[config.mk]
export PLATFORM = sky130hd
export DESIGN_NAME = ramp_pick_col
export DESIGN_NICKNAME = d
export VERILOG_FILES = /design/src/rtl/ramp_pick_pkg.sv /design/src/rtl/rp_sync_edge.sv /design/src/rtl/rp_swing_latch.sv /design/src/rtl/rp_ramp_decode.sv /design/src/rtl/ramp_pick_col.sv
export SDC_FILE = /design/constraint.sdc
export NUM_CORES = 1
export LEC_CHECK = 0
export BUFFER_PORTS_ARGS = -buffer_cell sky130_fd_sc_hd__buf_4
export CAP_MARGIN = 20
export CORE_AREA = 2 2 39 41
export CTS_CLUSTER_SIZE = 24
export DETAILED_ROUTE_END_ITERATION = 8
export DIE_AREA = 0 0 41 43
export GPL_ROUTABILITY_DRIVEN = 0
export PLACE_DENSITY = 0.67
export SYNTH_ARGS = -nofsm -noshare
export SYNTH_HDL_FRONTEND = slang
export SYNTH_SLANG_ARGS = --single-unit
[constraint.sdc]
create_clock -name clk -period 2.71 [get_ports clk]
set_clock_uncertainty 0.05 [all_clocks]
set_input_delay 0 -clock clk [delete_from_list [all_inputs] [get_ports clk]]
set_output_delay 0 -clock clk [all_outputs]
set_load 0.02 [all_outputs]
[src/rtl/ramp_pick_pkg.sv]
package ramp_pick_pkg;

  // Number of leading ones of code c (width w), counted from the MSB.
  function automatic int lead_ones(input int c, input int w);
    int n;
    n = 0;
    for (int i = w - 1; i >= 0; i--) begin
      if (((c >> i) & 1) == 1 && n == (w - 1 - i)) n++;
    end
    return n;
  endfunction

  // True when the code is a legal MSB-first thermometer pattern.
  function automatic bit is_thermo(input int c, input int w);
    int n;
    n = lead_ones(c, w);
    return c == (((1 << w) - 1) ^ ((1 << (w - n)) - 1));
  endfunction

  // The mirrored pattern (ones filled from the LSB, MSB clear) is accepted
  // as the first narrowed ramp.
  function automatic bit is_alias(input int c, input int w);
    return c == ((1 << (w - 1)) - 1);
  endfunction

  function automatic int ramp_of(input int c, input int w);
    if (is_thermo(c, w)) return lead_ones(c, w);
    if (is_alias(c, w))  return 1;
    return 0;
  endfunction

  function automatic bit code_bad(input int c, input int w);
    return !is_thermo(c, w) && !is_alias(c, w);
  endfunction

endpackage

[src/rtl/rp_sync_edge.sv]
module rp_sync_edge #(
  parameter int STAGES = 2
) (
  input  logic clk,
  input  logic rst,
  input  logic async_in,
  output logic rise_o
);
  logic [STAGES-1:0] sh;
  logic              last;

  generate
    if (STAGES == 1) begin : g_one
      always_ff @(posedge clk) begin
        if (rst) sh <= '0;
        else     sh <= async_in;
      end
    end else begin : g_many
      always_ff @(posedge clk) begin
        if (rst) sh <= '0;
        else     sh <= {sh[STAGES-2:0], async_in};
      end
    end
  endgenerate

  always_ff @(posedge clk) begin
    if (rst) last <= 1'b0;
    else     last <= sh[STAGES-1];
  end

  assign rise_o = sh[STAGES-1] & ~last;

  AST_RISE_ONE_CYCLE: assert property (@(posedge clk) disable iff (rst)
    rise_o |=> !rise_o);

endmodule

[src/rtl/rp_swing_latch.sv]
module rp_swing_latch #(
  parameter int W = 3
) (
  input  logic         clk,
  input  logic         rst,
  input  logic         fire,
  input  logic         win,
  input  logic [W-1:0] idx_in,
  output logic [W-1:0] code_o,
  output logic         locked_o,
  output logic         took_o
);
  always_ff @(posedge clk) begin
    if (rst) begin
      code_o   <= '0;
      locked_o <= 1'b0;
      took_o   <= 1'b0;
    end else begin
      took_o <= 1'b0;
      if (fire && win && !locked_o) begin
        code_o   <= idx_in;
        locked_o <= 1'b1;
        took_o   <= 1'b1;
      end
    end
  end

  AST_LOCK_HOLDS: assert property (@(posedge clk) disable iff (rst)
    locked_o |=> locked_o);
  AST_CODE_FROZEN: assert property (@(posedge clk) disable iff (rst)
    locked_o |=> $stable(code_o));
  AST_NO_CAPTURE_OUTSIDE: assert property (@(posedge clk) disable iff (rst)
    (!win && !locked_o) |=> !locked_o);

endmodule

[src/rtl/rp_ramp_decode.sv]
module rp_ramp_decode
  import ramp_pick_pkg::*;
#(
  parameter int W    = 3,
  parameter int IDXW = 2
) (
  input  logic [W-1:0]    code,
  output logic [IDXW-1:0] idx_o,
  output logic            err_o
);
  localparam int NCODE = 1 << W;

  logic [NCODE-1:0] hot;

  generate
    for (genvar c = 0; c < NCODE; c++) begin : g_dec
      assign hot[c] = (code == W'(c));
    end
  endgenerate

  always_comb begin
    idx_o = '0;
    err_o = 1'b0;
    for (int c = 0; c < NCODE; c++) begin
      if (hot[c]) begin
        idx_o = idx_o | IDXW'(ramp_of(c, W));
        err_o = err_o | code_bad(c, W);
      end
    end
  end

endmodule

[src/rtl/ramp_pick_col.sv]
module ramp_pick_col #(
  parameter int IDX_W       = 3,
  parameter int SYNC_STAGES = 2,
  localparam int NRAMP      = IDX_W + 1,
  localparam int NUM_W      = $clog2(NRAMP)
) (
  input  logic             clk,
  input  logic             rst,
  input  logic             cmp_out,
  input  logic [IDX_W-1:0] swing_idx,
  input  logic             sel_win,
  output logic [NRAMP-1:0] ramp_sel,
  output logic [NUM_W-1:0] ramp_num,
  output logic             ramp_switched,
  output logic             code_err
);
  logic             rise;
  logic [IDX_W-1:0] code;
  logic             locked;
  logic             took;
  logic [NUM_W-1:0] dec_num;
  logic             dec_err;
  logic [NRAMP-1:0] sel_next;

  rp_sync_edge #(.STAGES(SYNC_STAGES)) u_sync (
    .clk(clk), .rst(rst), .async_in(cmp_out), .rise_o(rise)
  );

  rp_swing_latch #(.W(IDX_W)) u_latch (
    .clk(clk), .rst(rst), .fire(rise), .win(sel_win), .idx_in(swing_idx),
    .code_o(code), .locked_o(locked), .took_o(took)
  );

  rp_ramp_decode #(.W(IDX_W), .IDXW(NUM_W)) u_dec (
    .code(code), .idx_o(dec_num), .err_o(dec_err)
  );

  generate
    for (genvar g = 0; g < NRAMP; g++) begin : g_sel
      assign sel_next[g] = (dec_num == NUM_W'(g));
    end
  endgenerate

  always_ff @(posedge clk) begin
    if (rst) begin
      ramp_num      <= '0;
      ramp_sel      <= NRAMP'(1);
      code_err      <= 1'b0;
      ramp_switched <= 1'b0;
    end else begin
      ramp_num      <= dec_num;
      ramp_sel      <= sel_next;
      code_err      <= dec_err & locked;
      ramp_switched <= took & (dec_num != '0);
    end
  end

  AST_SEL_ONEHOT: assert property (@(posedge clk) disable iff (rst)
    $onehot(ramp_sel));
  AST_SEL_MATCHES_NUM: assert property (@(posedge clk) disable iff (rst)
    ramp_sel[ramp_num]);
  AST_ERR_DEFAULT_RAMP: assert property (@(posedge clk) disable iff (rst)
    code_err |-> (ramp_num == '0));
  AST_PULSE_SINGLE: assert property (@(posedge clk) disable iff (rst)
    ramp_switched |=> !ramp_switched);
  AST_PULSE_NOT_DEFAULT: assert property (@(posedge clk) disable iff (rst)
    ramp_switched |-> (ramp_num != '0));
  AST_HOLD_AFTER_LOCK: assert property (@(posedge clk) disable iff (rst)
    (locked && $past(locked)) |=> $stable(ramp_num));

endmodule

==> out/summary.txt, run 1 <==
Register bit count reported by yosys = 16
Worst Hold End = u_sync.sh[1]$_SDFF_PP0_
CP endpoint kind = register
CP Class = input port to register
Global Route Usage Sum = 13.0%
Slew Limit Headroom = 83.6%
Synthesized instance count = 51
RSZ-0062 raised after global routing = no
Layout cells sized above 1 = 29.2%
Register-to-register setup slack = 1.57 ns
Pin count of the biggest net entering global routing = 20
Area share of the largest cell type after synthesis = 55.9%
Final Hold Fails = 0
Placement Cell Area = 678 sq um
Detail Route Antenna Nets = 0
CTS sink count = 16
Worst vdd ir = 0.242 mV
Setup crit start kind = input port
Via count of the first global-routing pass = 379
CP Max Fanout = 19
CTS tree = built
Yosys warns = 0
Crit path DAT = 1.37 ns
HP Class = register to register
Worst r2r path cells = 2
Final setup TNS = 0 ns
DP HPWL = 547 um
Congestion Overflow GR = 0
Nets = 81
H-tree depth = 1
# setup viols final = 0
Hold path startpoint = u_sync.sh[0]$_SDFF_PP0_
Clock root cell = clkbuf_4
Post-route DRC = 0
Synth area leaders = dfxtp_1 56%, mux2i_1 7.0%, nand2b_1 4.4%, or2b_1 3.9%, nor2b_1 3.3%
CTS buffer count = 3
Clk buf depth = 2
Starting Density = 41.4%
Cell area after layout = 771 sq um
Ports = 15
Reg-to-Reg End = code_err$_SDFF_PP0_
Chip height = 43 um
Most frequent cells in the layout = 16 x dfxtp_1, 14 x buf_4, 7 x dlygate4sd3_1
Period utilisation layout = 46.4%
Netlist cell types = 21
Mean Syn Cell Area = 11.2 sq um
Die X-Extent = 41 um
Die area = 1760 sq um
Worst hold stages = 1
Required @ worst endpoint = 2.82 ns
Util after Layout = 55.7%
Post-synth top area cell = dfxtp_1
Pins Over Slew Limit = 0
Via Count = 404
Row count = 14
Number of max-cap violations = 0
Worst-margin pin slew = 0.239 ns
Core ar. = 1380 sq um
F_max = 0.795 GHz
Post-CTS sizing = 0
Synthesized cell area = 573 sq um
Post-synthesis sequential area ratio = 55.9%
Final WL = 869 um
Min Tclk post-route = 1.26 ns
First-pass GRT wire length = 1.52 mm
Clk pin slew, worst setup/hold paths = 0.08 ns
Status = finished clean
PD cells = 503 nW/um^2
Leakage = 0.301 nW
Drt wl/cell = 9.88 um
Syn_nets = 58
RR Startpoint = u_latch.code_o[1]$_SDFFE_PP0P_
Initial detailed-routing violation count = 5
Clock Latency Late Sink = 0.27 ns
# diodes = 0
Vias per inst = 4.59
Initial antenna violation count = 0
I/O Buffers = 14
Router iterations before antenna repair = 4
Commonest non-fill, non-tap cell in the layout = dfxtp_1
Syn-to-layout area delta = 34.5%
metal layers:
| metal | part of all wire [%] | vias up | global-route usage (%) |
|---|---|---|---|
| li1 | - | 213 | - |
| met1 | 47 | 175 | 16.4 |
| met5 | 0 | - | 0 |
| met2 | 46 | 14 | 18.1 |
| met4 | 0.46 | 0 | 8.00 |
| met3 | 6.1 | 2 | 4.71 |
flip-flops by register name (all words and copies together) (netlist names):
register          cells
ramp_sel              4
u_latch.code_o        3
ramp_num              2
u_sync.sh             2
code_err              1
ramp_switched         1
u_latch.locked_o      1
u_latch.took_o        1
u_sync.last           1
kinds of logic after synthesis:
logic type	share of synthesized area [%]
compound gates	3.93
simple gates	29.0
mux	6.99
flops	55.9
buf+inv	4.15
synthesized netlist by cell type:
cell,count
a211oi_2,1
a21oi_1,2
and2b_2,1
and4bb_2,1
buf_2,1
buf_6,1
clkbuf_1,1
dfxtp_1,16
inv_1,1
mux2i_1,4
nand2_1,1
nand2b_1,4
nand3b_1,1
nand4bb_1,1
nor2_1,2
nor2b_1,3
nor3_1,2
nor3b_1,2
or2_2,1
or2b_1,3
or3b_1,2
layout make-up:
cell class | count | area [sq um]
clock buffers | 3 | 22.5
flip-flops and latches | 16 | 320
fillers | 119 | 613
repair buffers | 21 | 175
well taps | 16 | 20.0
inverters | 1 | 3.75
multi-input cells | 31 | 229
where the power goes:
group          internal [mW]  switching (mW)
sequential             0.239         0.00256
combinational         0.0189          0.0104
clock                 0.0514          0.0657
critical path, stage by stage:
cell	delay, ns
dlygate4sd3_1	0.53
buf_4	0.22
nor2b_1	0.07
dlygate4sd3_1	0.56
what timing repair did:
| item | in CTS | in global routing |
|---|---|---|
| buffers inserted | 0 | 0 |
| hold buffers | 7 | 0 |
| endpoints found under the hold margin | 15 | 0 |
stage by stage:
stage | worst slack [ns] | hold WS (ns) | power [mW] | instances
6_report | 1.45 | 0.398 | 0.388 | 88
5_1_grt | 1.41 | 0.419 | 0.409 | 88
4_1_cts | 1.49 | 0.402 | 0.392 | 88
3_5_place_dp | 1.58 | 0.176 | 0.268 | 78
3_3_place_gp | 1.61 | 0.166 | 0.268 | 78
2_1_floorplan | 1.61 | 0.0782 | 0.260 | 51
how the worst max path moves through the flow:
| stage | cells past startpoint | endpoint | startpoint |
|---|---|---|---|
| 6_report | 4 | u_sync.sh[0]$_SDFF_PP0_ | rst |
| 2_1_floorplan | 3 | code_err$_SDFF_PP0_ | u_latch.code_o[0]$_SDFFE_PP0P_ |
| 3_3_place_gp | 2 | code_err$_SDFF_PP0_ | u_latch.code_o[1]$_SDFFE_PP0P_ |
| 4_1_cts | 4 | u_sync.sh[0]$_SDFF_PP0_ | rst |
| 3_5_place_dp | 2 | code_err$_SDFF_PP0_ | u_latch.code_o[1]$_SDFFE_PP0P_ |
| 5_1_grt | 4 | u_sync.sh[0]$_SDFF_PP0_ | rst |
Note: power is estimated with default switching activity, not from simulation.
==> inputs of run 2 (changes only) <==
Clock period 2.71 ns to 1.2 ns, I/O delays scaled along.
==> out/summary.txt, run 2 (synthesized netlist as in run 1, its figures left out) <==
Util after Layout = 57.4% (was 55.7%)
Largest regs = ramp_sel (4), u_latch.code_o (3) (unchanged)
Congestion Overflow GR = 0 (unchanged)
H-tree depth = 1 (unchanged)
Initial detailed-routing violation count = 3 (was 5)
Status = finished clean (unchanged)
# setup viols final = 0 (unchanged)
Min Tclk post-route = 1.14 ns
Worst path cell trace = or3b_1 > a211oi_2 (was dlygate4sd3_1 > buf_4 > nor2b_1 > dlygate4sd3_1)
Vias per inst = 4.61 (was 4.59)
Detail Route Antenna Nets = 0 (unchanged)
Required @ worst endpoint = 1.36 ns (was 2.82 ns)
Place WS = 0.0913 ns (was 1.58 ns)
Final Hold Fails = 0 (unchanged)
Row count = 14 (unchanged)
Post-CTS sizing = 0 (unchanged)
Final setup TNS = 0 ns (unchanged)
Die area = 1760 sq um (unchanged)
Nets = 82 (was 81)
I/O Buffers = 14 (unchanged)
Chip height = 43 um (unchanged)
CP Class = register to register (was input port to register)
Core ar. = 1380 sq um (unchanged)
PD cells = 1210 nW/um^2 (was 503 nW/um^2)
Worst r2r path cells = 2 (unchanged)
Cell total after placement = 78 (unchanged)
Critical path's top delay family = flip-flops (was buffers and inverters)
Setup crit start kind = register (was input port)
Worst hold stages = 3 (was 1)
Clk pin slew, worst setup/hold paths = 0.09 ns (was 0.08 ns)
Period utilisation layout = 95.0%
Initial antenna violation count = 0 (unchanged)
DP HPWL = 537 um (was 547 um)
Clk buf depth = 2 (unchanged)
Crit path depth = 2 (was 4)
Worst-margin pin slew = 0.416 ns (was 0.239 ns)
CP Max Fanout = 8 (was 19)
Router iterations before antenna repair = 2 (was 4)
Crit path DAT = 1.30 ns (was 1.37 ns)
Clock Latency Late Sink = 0.28 ns (was 0.27 ns)
Final cell count without fillers = 90 (was 88)
Placement Cell Area = 678 sq um (unchanged)
Worst vdd ir = 0.627 mV (was 0.242 mV)
CTS buffer count = 3 (unchanged)
Die X-Extent = 41 um (unchanged)
Clock root cell = clkbuf_4 (unchanged)
# diodes = 0 (unchanged)
Final WL = 873 um (was 869 um)
First-pass GRT wire length = 1.56 mm (was 1.52 mm)
CP bufs+invs = 0 (was 3)
Register bank with the most flops = ramp_sel (unchanged)
Final worst setup slack = 0.0598 ns (was 1.45 ns)
Layout cells sized above 1 = 29.7% (was 29.2%)
Most frequent cells in the layout = 16 x dfxtp_1, 14 x buf_4, 8 x dlygate4sd3_1 (was 16 x dfxtp_1, 14 x buf_4, 7 x dlygate4sd3_1)
CTS sink count = 16 (unchanged)
Slew Limit Headroom = 72.2% (was 83.6%)
Commonest non-fill, non-tap cell in the layout = dfxtp_1 (unchanged)
Hold slack final = 0.373 ns (was 0.398 ns)
Largest register FFs = 4 (unchanged)
Starting Density = 41.4% (unchanged)
Cell area after layout = 795 sq um (was 771 sq um)
CP endpoint kind = register (unchanged)
Syn-to-layout area delta = 38.6% (was 34.5%)
CP max stage cell = dfxtp_1 (was dlygate4sd3_1)
Post-route DRC = 0 (unchanged)
Pin count of the biggest net entering global routing = 12 (was 20)
HP Class = input port to register (was register to register)
Critical Path Max Stage Delay = 0.43 ns (was 0.56 ns)
CTS tree = built (unchanged)
Number of max-cap violations = 0 (unchanged)
Global Route Usage Sum = 13.6% (was 13.0%)
F_max = 0.877 GHz
Via Count = 415 (was 404)
Ports = 15 (unchanged)
RSZ-0062 raised after global routing = no (unchanged)
Total power = 0.964 mW (was 0.388 mW)
Leakage = 0.311 nW (was 0.301 nW)
Pins Over Slew Limit = 0 (unchanged)
Via count of the first global-routing pass = 385 (was 379)
Drt wl/cell = 9.70 um (was 9.88 um)
[run 2: power breakdown]
| group | switching (mW) | internal, mW |
|---|---|---|
| Clock | 0.165 | 0.185 |
| Sequential | 0.00568 | 0.540 |
| Combinational | 0.0238 | 0.0448 |
[run 2: cell type report]
| class | instances | area (sq um) |
|---|---|---|
| repair buffers | 22 | 185 |
| well taps | 16 | 20.0 |
| fillers | 126 | 589 |
| inverters | 1 | 3.75 |
| clock buffers | 4 | 36.3 |
| flip-flops and latches | 16 | 320 |
| multi-input cells | 31 | 229 |
[run 2: final timing paths]
| kind | from | to | slack (ns) |
|---|---|---|---|
| setup / recovery | u_latch.code_o[1]$_SDFFE_PP0P_ | code_err$_SDFF_PP0_ | 0.06 |
| hold / removal | rst | u_sync.sh[0]$_SDFF_PP0_ | 0.37 |
| setup reg to reg | u_latch.code_o[1]$_SDFFE_PP0P_ | code_err$_SDFF_PP0_ | 0.06 |
| hold reg to reg | u_sync.sh[0]$_SDFF_PP0_ | u_sync.sh[1]$_SDFF_PP0_ | 0.40 |
[run 2: what timing repair did]
| action | CTS | global route |
|---|---|---|
| hold endpoints to repair | 15 | 1 |
| hold buffers | 8 | 1 |
| setup buffers | 0 | 0 |
| endpoints found under the setup margin | 0 | 1 |
[run 2: tightest hold or removal path, stage by stage]
cell	delay, ns
buf_4	0.09
dlygate4sd3_1	0.54
nor2b_1	0.04
[run 2: layer usage]
metal | share of wire (%) | up-vias | GRT usage, %
met5 | 0 | - | 0
li1 | - | 216 | -
met3 | 5.5 | 2 | 7.85
met4 | 0.92 | 0 | 8.00
met1 | 50 | 183 | 16.4
met2 | 43 | 14 | 18.1
